==> src/rtl/serial_dbuf.sv <==
module serial_dbuf #(
  parameter int DW = 8
) (
  input  logic          clk,
  input  logic          rst_n,
  input  logic          mod_en,
  input  logic          xmit_mode,
  input  logic          fmt_none,
  input  logic          lsb_first,
  input  logic [2:0]    frm_len,
  input  logic          cpu_wr,
  input  logic          cpu_rd,
  input  logic [DW-1:0] cpu_wdata,
  output logic [DW-1:0] cpu_rdata,
  input  logic          evt_frame_done,
  input  logic          evt_start,
  input  logic          evt_stop,
  input  logic [DW-1:0] shift_in,
  output logic [DW-1:0] shift_out,
  output logic          tx_empty,
  output logic          rx_full,
  output logic          overrun,
  output logic          irq
);
  localparam int NW = $clog2(DW) + 1;
  localparam logic [DW-1:0] ONES = {DW{1'b1}};

  logic [DW-1:0] tx_buf, rx_buf, shreg;
  logic          xmit_q, started;

  logic [NW-1:0] nbits;
  logic [DW-1:0] mask_lo, mask_hi, tx_mask, rx_mask;

  assign nbits   = (frm_len == 3'd0) ? NW'(DW) : NW'(frm_len);
  assign mask_lo = ONES >> (NW'(DW) - nbits);
  assign mask_hi = ~(ONES >> nbits);
  assign tx_mask = lsb_first ? mask_lo : mask_hi;
  assign rx_mask = lsb_first ? mask_hi : mask_lo;

  logic wr_tx, rd_rx, tx_move, rx_move, rx_block, xmit_rise, tx_set, tx_clr;

  assign wr_tx     = mod_en & cpu_wr & xmit_mode;
  assign rd_rx     = mod_en & cpu_rd & ~xmit_mode;
  assign tx_move   = evt_frame_done & xmit_mode & ~tx_empty;
  assign rx_move   = evt_frame_done & ~xmit_mode & ~rx_full;
  assign rx_block  = evt_frame_done & ~xmit_mode & rx_full;
  assign xmit_rise = xmit_mode & ~xmit_q;
  assign tx_set    = tx_move | (evt_start & xmit_mode)
                   | (xmit_rise & (fmt_none | started));
  assign tx_clr    = wr_tx | evt_stop;

  always_ff @(posedge clk or negedge rst_n) begin
    if (!rst_n) begin
      tx_buf   <= '0;
      rx_buf   <= '0;
      shreg    <= '0;
      xmit_q   <= 1'b0;
      started  <= 1'b0;
      tx_empty <= 1'b0;
      rx_full  <= 1'b0;
      overrun  <= 1'b0;
    end else begin
      xmit_q <= xmit_mode;
      if (evt_stop)       started <= 1'b0;
      else if (evt_start) started <= 1'b1;

      if (wr_tx) tx_buf <= cpu_wdata;
      if (tx_move) shreg <= tx_buf & tx_mask;
      else if (evt_frame_done & ~xmit_mode) shreg <= shift_in & rx_mask;
      if (rx_move) rx_buf <= shift_in & rx_mask;

      tx_empty <= (tx_empty | tx_set) & ~tx_clr;
      rx_full  <= rx_move | (rx_full & ~rd_rx);
      overrun  <= rx_block | (overrun & ~rd_rx);
    end
  end

  assign shift_out = shreg;
  assign cpu_rdata = !mod_en ? '0 : (xmit_mode ? tx_buf : rx_buf);
  assign irq       = (tx_empty & xmit_mode) | (rx_full & ~xmit_mode);
endmodule


==> config.mk <==
export PLATFORM = sky130hd
export DESIGN_NAME = serial_dbuf
export DESIGN_NICKNAME = d
export VERILOG_FILES = /design/src/rtl/serial_dbuf.sv
export SDC_FILE = /design/constraint.sdc
export NUM_CORES = 1
export LEC_CHECK = 0
export BUFFER_PORTS_ARGS = -buffer_cell sky130_fd_sc_hd__buf_2
export CORE_MARGIN = 4
export CORE_UTILIZATION = 51
export CTS_CLUSTER_SIZE = 30
export DETAILED_ROUTE_END_ITERATION = 10
export PLACE_DENSITY_LB_ADDON = 0.08
export SYNTH_ARGS = -nofsm -noshare
export SYNTH_HDL_FRONTEND = slang
export SYNTH_SLANG_ARGS = --single-unit
==> constraint.sdc <==
create_clock -name clk -period 1.5 [get_ports clk]
set_input_delay 0.075 -clock clk [delete_from_list [all_inputs] [get_ports clk]]
set_output_delay 0.075 -clock clk [all_outputs]
set_load 0.01 [all_outputs]
==> qor.csv, run 1 <==
stage,metric,value,unit
pwr,powerDensity,996,nW/um^2
clocking,clkLatencyLatePin,0.33,ns
placed_design,io_buffer_count,49,
yosys,syn_nets,207,
pwr,sequentialPowerShare,0.486,
clocking,clk_pin_slew,0.09,ns
layout,multi_input_area,845,um^2
placed_design,place_area,1980,um^2
job,cap_viol_max_count,0,
detailed_routing,vias,1505,
yosys,synth.cell_area,1650,um^2
yosys,ys_ff_latch,29,
setup_path,rrSetupSlack,0.21,ns
clocking,clk_path_buf_depth,2,
setup_path,reg2reg_depth,4,
clocking,cts_tree,built,
timing,period_share,0.859,
placed_design,routabilityCongestion,0.912,
run_status,status,finished clean,
yosys,ys_top_cells_by_area,"dfrtp_1 (44%), o21ai_0 (6.4%), mux2_2 (5.5%)",
pwr,p_int,1.46,mW
timing,tightest_slew,0.643,ns
grt,busiest_layer,met2,
setup_path,cp.arrival,1.49,ns
yosys,synth_top_family_by_area,compound AO/OA/AOI/OAI gates,
yosys,yosys.cell_types.count,38,
timing,fmax,0.776,GHz
layout,final_area,2160,um^2
timing,slew_headroom,0.571,
pwr,p_leak,1.05,nW
setup_path,path_class,reg -> reg,
yosys,synth_area_leader_cell,dfrtp_1,
detailed_routing,drt_pre_antenna_iters,4,
setup_path,setup.worst_path.end,shift_out[4],
grt,grtUsageMet1,0.309,
grt,grt_pass1_vias,1487,
detailed_routing,postRouteAntennaNets,0,
yosys,yosysWarnings,0,
clocking,clockRootBuffer,clkbuf_4,
yosys,synth-edff-count,0,
placed_design,dp_cells,266,
hold_path,min_path_type,in -> reg,
clocking,cts_max_level,2,
detailed_routing,initialDrtViolationCount,65,
floorplanning,core,3080,um^2
setup_path,startpoint,tx_empty,
pwr,switching_power,0.697,mW
detailed_routing,wirelength,4270,um
setup_path,cp.required,1.71,ns
layout,fin_cells,286,
pwr,p_sw_frac,0.323,
yosys,seq_area_frac_synth,0.440,
yosys,muxShareOfSynthArea,0.103,
timing,fin_crit,1.29,ns
hold_path,min_path_cells,3,
yosys,postSynth.asyncResetShare,1.00,
pwr,ir_drop,0.000551,V
timing,rsz0062_at_grt,false,
timing,skew,0.00605,ns
layout,layout-drive-gt1-share,0.318,
pwr,comb_power_share,0.288,
grt,antenna_found_initial,0,
setup_path,r2r-start,tx_empty,
layout,area_growth,31.3,%
floorplanning,dieArea,4210,um^2
pwr,power_frac_clock,0.225,
floorplanning,start_util,0.536,
placed_design,hpwl,3210,um
timing,finalHoldViolations,0,
yosys,ys.flop_type,dfrtp_1,
yosys,synthXorXnorAreaFrac,0,
yosys,synth_adder_area_share,0.0379,
layout,antenna_cells,0,
clocking,cts.sink_count,29,
layout,n_fill_cell,261,
floorplanning,num_rows,20,
yosys,avgSynthCellArea,9.59,um^2
yosys,synth_compound_area_frac,0.198,
grt,grt_pass1_wl,7040,um
setup_path,start_kind,flop,
floorplanning,io_pins,50,
grt,grt_max_degree,30,
timing,slew_viol_final,0,
detailed_routing,drc_errors,0,
detailed_routing,wl_per_cell,14.9,um
grt,grtUsageTotal,0.219,
setup_path,regToRegEndpoint,shift_out[4],
yosys,synthSimpleGateAreaFrac,0.171,
layout,regArea,726,um^2
layout,nNetsFinal,277,
setup_path,endpoint_kind,flop,
hold_path,hp-start,shift_in[1],
floorplanning,fp.dieW,64.9,um
yosys,syn_inst,172,
clocking,cts_buffers,5,
grt,overflow,0,
yosys,synth_top_area_share,0.440,
timing,holdWs,0.0543,ns
clocking,cts_resized,0,
timing,setup_viol,0,
setup_path,critical_path.max_fanout,5,
grt,grt_use_met2,0.332,
detailed_routing,vias_per_cell,5.26,
grt,met3_usage,0.0555,
floorplanning,die_y,64.9,um
## layout by cell type, fill, tap and decap left out, types with 2 or more instances in the layout
cell / count
buf_2: 49
dfrtp_1: 29
o21ai_0: 21
mux2_2: 8
a32oi_1: 2
nand2b_1: 2
nor3b_1: 2
clkbuf_4: 5
o211ai_1: 4
buf_4: 10
and2_1: 2
dlygate4sd3_1: 13
o31ai_1: 2
a21oi_1: 3
a2bb2oi_1: 2
nor2b_1: 10
nor2_1: 10
ha_1: 4
mux2i_1: 8
o221ai_1: 4
inv_1: 9
nand2_1: 23
## cell usage after synthesis, types with 2 or more instances
library cell   n
clkbuf_1       2
o211ai_1       4
nor2b_1       10
and2_1         2
nand2_1       23
buf_2          6
o21ai_0       21
ha_1           5
a32oi_1        2
inv_1          9
o221ai_1       4
mux2_2         8
a21oi_1        3
mux2i_1        8
dfrtp_1       29
o31ai_1        2
nand2b_1       2
nor2_1        10
nor3b_1        2
a2bb2oi_1      2
## worst min path at each step
stage / end / slack (ns)
2_1_floorplan: overrun / -0.22
3_3_place_gp: tx_buf[6] / 0.12
3_5_place_dp: tx_buf[2] / 0.14
4_1_cts: rx_buf[3] / 0.04
5_1_grt: rx_buf[3] / 0.04
6_report: rx_buf[1] / 0.05
## kinds of logic (layout without fill, tap and decap cells)
group                      Yosys count  after routing
adders and majority gates            5              5
and+or+nand+nor                     56             56
muxes                               16             16
AOI/OAI and AO/OA                   48             48
DFF                                 29             29
buffers and inverters               18             88
## worst max-delay path: stages, from the launching register on
cell       delay [ns]
dfrtp_1          0.43
and3b_1          0.31
o22a_1           0.14
a2bb2oi_1        0.18
o21ai_0          0.10
## power groups by stage
stage / sequential [mW] / combinational, mW / clock, mW
2_1_floorplan: 1.06 / 0.342 / 0
3_3_place_gp: 1.05 / 0.581 / 0
3_5_place_dp: 1.06 / 0.598 / 0
4_1_cts: 1.05 / 0.626 / 0.497
5_1_grt: 1.06 / 0.693 / 0.540
6_report: 1.05 / 0.622 / 0.486
## area by class of cell
type                            instances  area share
Clock buffer                            7      0.0254
Timing Repair Buffer                   72       0.208
Multi-Input combinational cell        125       0.390
Tap cell                               44      0.0254
Sequential cell                        29       0.335
Inverter                                9      0.0156
## per-layer routing
metal | wire length, um | vias up | share of wire
li1 | - | 749 | -
met1 | 2040 | 695 | 0.48
met2 | 1880 | 55 | 0.44
met3 | 300 | 6 | 0.070
met4 | 44 | 0 | 0.010
met5 | 0 | - | 0
## state kept, by name, indices dropped and copies added (netlist names)
register,flops
rx_buf,8
shift_out,8
tx_buf,8
overrun,1
rx_full,1
started,1
tx_empty,1
xmit_q,1
## stage by stage
step	setup WS, ns	power, mW	TNS, ns	utilization
after global routing	0.109	2.30	0	0.703
after detailed placement	-0.0442	1.66	-0.0507	0.643
after floorplan	-0.00185	1.40	-0.00185	-
after CTS	0.211	2.17	0	0.703
after global placement	0.0247	1.63	0	0.643
final	0.212	2.16	0	0.703
## repair_timing
action                                 CTS  global route
hold buffers                            13             0
setup buffers                            0             0
endpoints found under the hold margin   41             0
(Power assumes the default switching activity.)
==> run 2: changes to the inputs <==
- ABC_AREA: default -> 1
==> run 2 against run 1 <==
Effect of this change: hold slack got worse by 0.040 ns; core utilization rose by 0.072 points; sequential power barely moved; via count rose by 18%; sequential share of layout area fell by 0.83 points.
==> qor.csv, run 2 <==
stage,metric,value,unit
pwr,powerDensity,1000,nW/um^2
placed_design,io_buffer_count,49,
grt,grt_pass1_vias,1725,
timing,slew_viol_final,0,
yosys,ys_top_cells_by_area,"dfrtp_1 (42%), nand2_1 (15%), nand3_1 (9.5%)",
timing,layout_setup_ws,0.0778,ns
layout,final_area,2220,um^2
setup_path,cp.required,1.42,ns
clocking,cts_buffers,5,
timing,slew_headroom,0.564,
timing,tightest_slew,0.654,ns
grt,grtUsageTotal,0.237,
detailed_routing,drc_errors,0,
detailed_routing,wl_per_cell,13.6,um
run_status,status,finished clean,
detailed_routing,wl_met3,355,um
placed_design,hpwl,3460,um
yosys,syn_nets,271,
pwr,p_int,1.47,mW
detailed_routing,initialDrtViolationCount,101,
detailed_routing,wirelength,4730,um
setup_path,critical_path.max_fanout,11,
clocking,clkLatencyLatePin,0.34,ns
clocking,clk_pin_slew,0.09,ns
detailed_routing,vias_per_cell,5.12,
timing,period_share,0.948,
setup_path,cp_cell_sequence,dlygate4sd3_1 > clkbuf_4 > inv_2 > buf_6 > nand3_1 > o21ai_0 > buf_2,
floorplanning,num_rows,20,
placed_design,place_area,2030,um^2
yosys,postSynth.asyncResetShare,1.00,
timing,finalHoldViolations,0,
yosys,synth_most_common_cell,nand2_1,
clocking,cts_max_level,2,
pwr,fin_total_pwr,2.23,mW
setup_path,start_kind,input pin,
grt,antenna_found_initial,0,
layout,nNetsFinal,337,
yosys,synth_area_leader_cell,dfrtp_1,
floorplanning,dieArea,4390,um^2
timing,skew,0.00570,ns
floorplanning,fp.dieW,66.3,um
layout,final_cell_mix,"nand2_1 (68), buf_2 (48), nand3_1 (33)",
hold_path,min_path_type,in -> reg,
detailed_routing,dr.max_layer_used,met4,
yosys,seq_area_frac_synth,0.419,
job,cap_viol_max_count,0,
detailed_routing,drt_pre_antenna_iters,4,
yosys,syn_inst,236,
detailed_routing,routed-wl-met2,2230,um
pwr,sequentialPowerShare,0.460,
pwr,power_frac_clock,0.252,
placed_design,routabilityCongestion,0.919,
layout,finish.utilization,0.704,
clocking,cts_tree,built,
yosys,ys.flop_type,dfrtp_1,
pwr,switching_power,0.755,mW
floorplanning,start_util,0.549,
timing,fin_crit,1.42,ns
setup_path,endpoint_kind,output pin,
timing,fmax,0.703,GHz
placed_design,pre_cts_ws,-0.0631,ns
yosys,yosys.cell_types.count,22,
setup_path,path_class,in -> out,
detailed_routing,postRouteAntennaNets,0,
floorplanning,core,3150,um^2
layout,final_common_cell,nand2_1,
yosys,yosysWarnings,0,
setup_path,max_stage_delay,0.53,ns
detailed_routing,wl_met1,2070,um
yosys,avgSynthCellArea,7.33,um^2
pwr,ir_drop,0.000520,V
floorplanning,die_y,66.3,um
pwr,p_sw_frac,0.339,
layout,layout-drive-gt1-share,0.257,
yosys,synth.cell_area,1730,um^2
layout,antenna_cells,0,
grt,grt_pass1_wl,7780,um
setup_path,cp_slowest_cell,dlygate4sd3_1,
clocking,clk_path_buf_depth,2,
timing,setup_viol,0,
yosys,ys_ff_latch,29,
pwr,comb_power_share,0.287,
detailed_routing,vias,1775,
clocking,clockRootBuffer,clkbuf_4,
grt,overflow,0,
pwr,p_leak,1.24,nW
yosys,synth_top_area_share,0.419,
setup_path,cp.arrival,1.35,ns
grt,grt_max_degree,30,
timing,tns,0,ns
clocking,cts.sink_count,29,
layout,area_growth,28.3,%
yosys,ys_top_cells_by_count,"nand2_1 (68), nand3_1 (33), dfrtp_1 (29)",
yosys,synth-edff-count,0,
floorplanning,io_pins,50,
-- run 2: cell families after synthesis --
kind of cell / count (synthesis) / share of synthesized area
and+or+nand+nor: 130 / 0.333
AOI/OAI and AO/OA: 35 / 0.106
buffers and inverters: 35 / 0.0897
DFF: 29 / 0.419
adders and majority gates: 5 / 0.0362
muxes: 2 / 0.0152
-- run 2: path summary, 6_finish.rpt --
kind / cells after the start / slack, ns / to / start
worst max-delay path: 7 / 0.08 / cpu_rdata[4] / xmit_mode
worst max register to register: 8 / 0.29 / shift_out[2] / tx_empty
worst min register to register: 2 / 0.49 / shift_out[0] / shift_out[0]
min in group asynchronous: 2 / 0.31 / tx_buf[3] / rst_n
worst min-delay path: 3 / 0.01 / shift_out[7] / shift_in[7]
max in group asynchronous: 2 / 0.76 / shift_out[6] / rst_n
-- run 2: final cells by class --
| type | count | area [um^2] |
|---|---|---|
| clock buffer | 7 | 65.1 |
| clock inverter | 1 | 5.00 |
| fill | 289 | 933 |
| inverter | 26 | 97.6 |
| multi-input combinational | 172 | 850 |
| sequential | 29 | 726 |
| tap | 44 | 55.1 |
| timing repair buffer | 68 | 422 |
-- run 2: power groups by stage --
stage	Combinational [mW]	Clock, mW	Sequential, mW
floorplan	0.352	0	1.04
global placement	0.596	0	1.03
detailed placement	0.613	0	1.04
CTS	0.640	0.566	1.02
global route	0.731	0.609	1.04
finish	0.640	0.562	1.02
-- run 2: timing repair --
action / 4_1_cts / 5_1_grt
hold endpoints to repair: 39 / 0
hold buffers: 11 / 0
setup endpoints to repair: 0 / 7
setup buffers: 0 / 1
resized for setup: 0 / 3
-- run 2: routing by layer --
layer  GRT usage  up-vias
met5           0        -
li1            -      896
met4      0.0761        0
met3      0.0612        9
met2       0.379       66
met1       0.312      804
-- run 2: through the flow --
| stage | hold WS (ns) | cells |
|---|---|---|
| finish | 0.0144 | 347 |
| global placement | 0.136 | 327 |
| floorplan | -0.221 | 236 |
| detailed placement | 0.137 | 327 |
| CTS | 0.0126 | 346 |
| global route | 0.0171 | 347 |
-- run 2: critical path, delay by kind of cell --
family          cells  cell delay [ns]
buf+inv             5             1.11
compound gates      1             0.09
simple gates        1             0.07
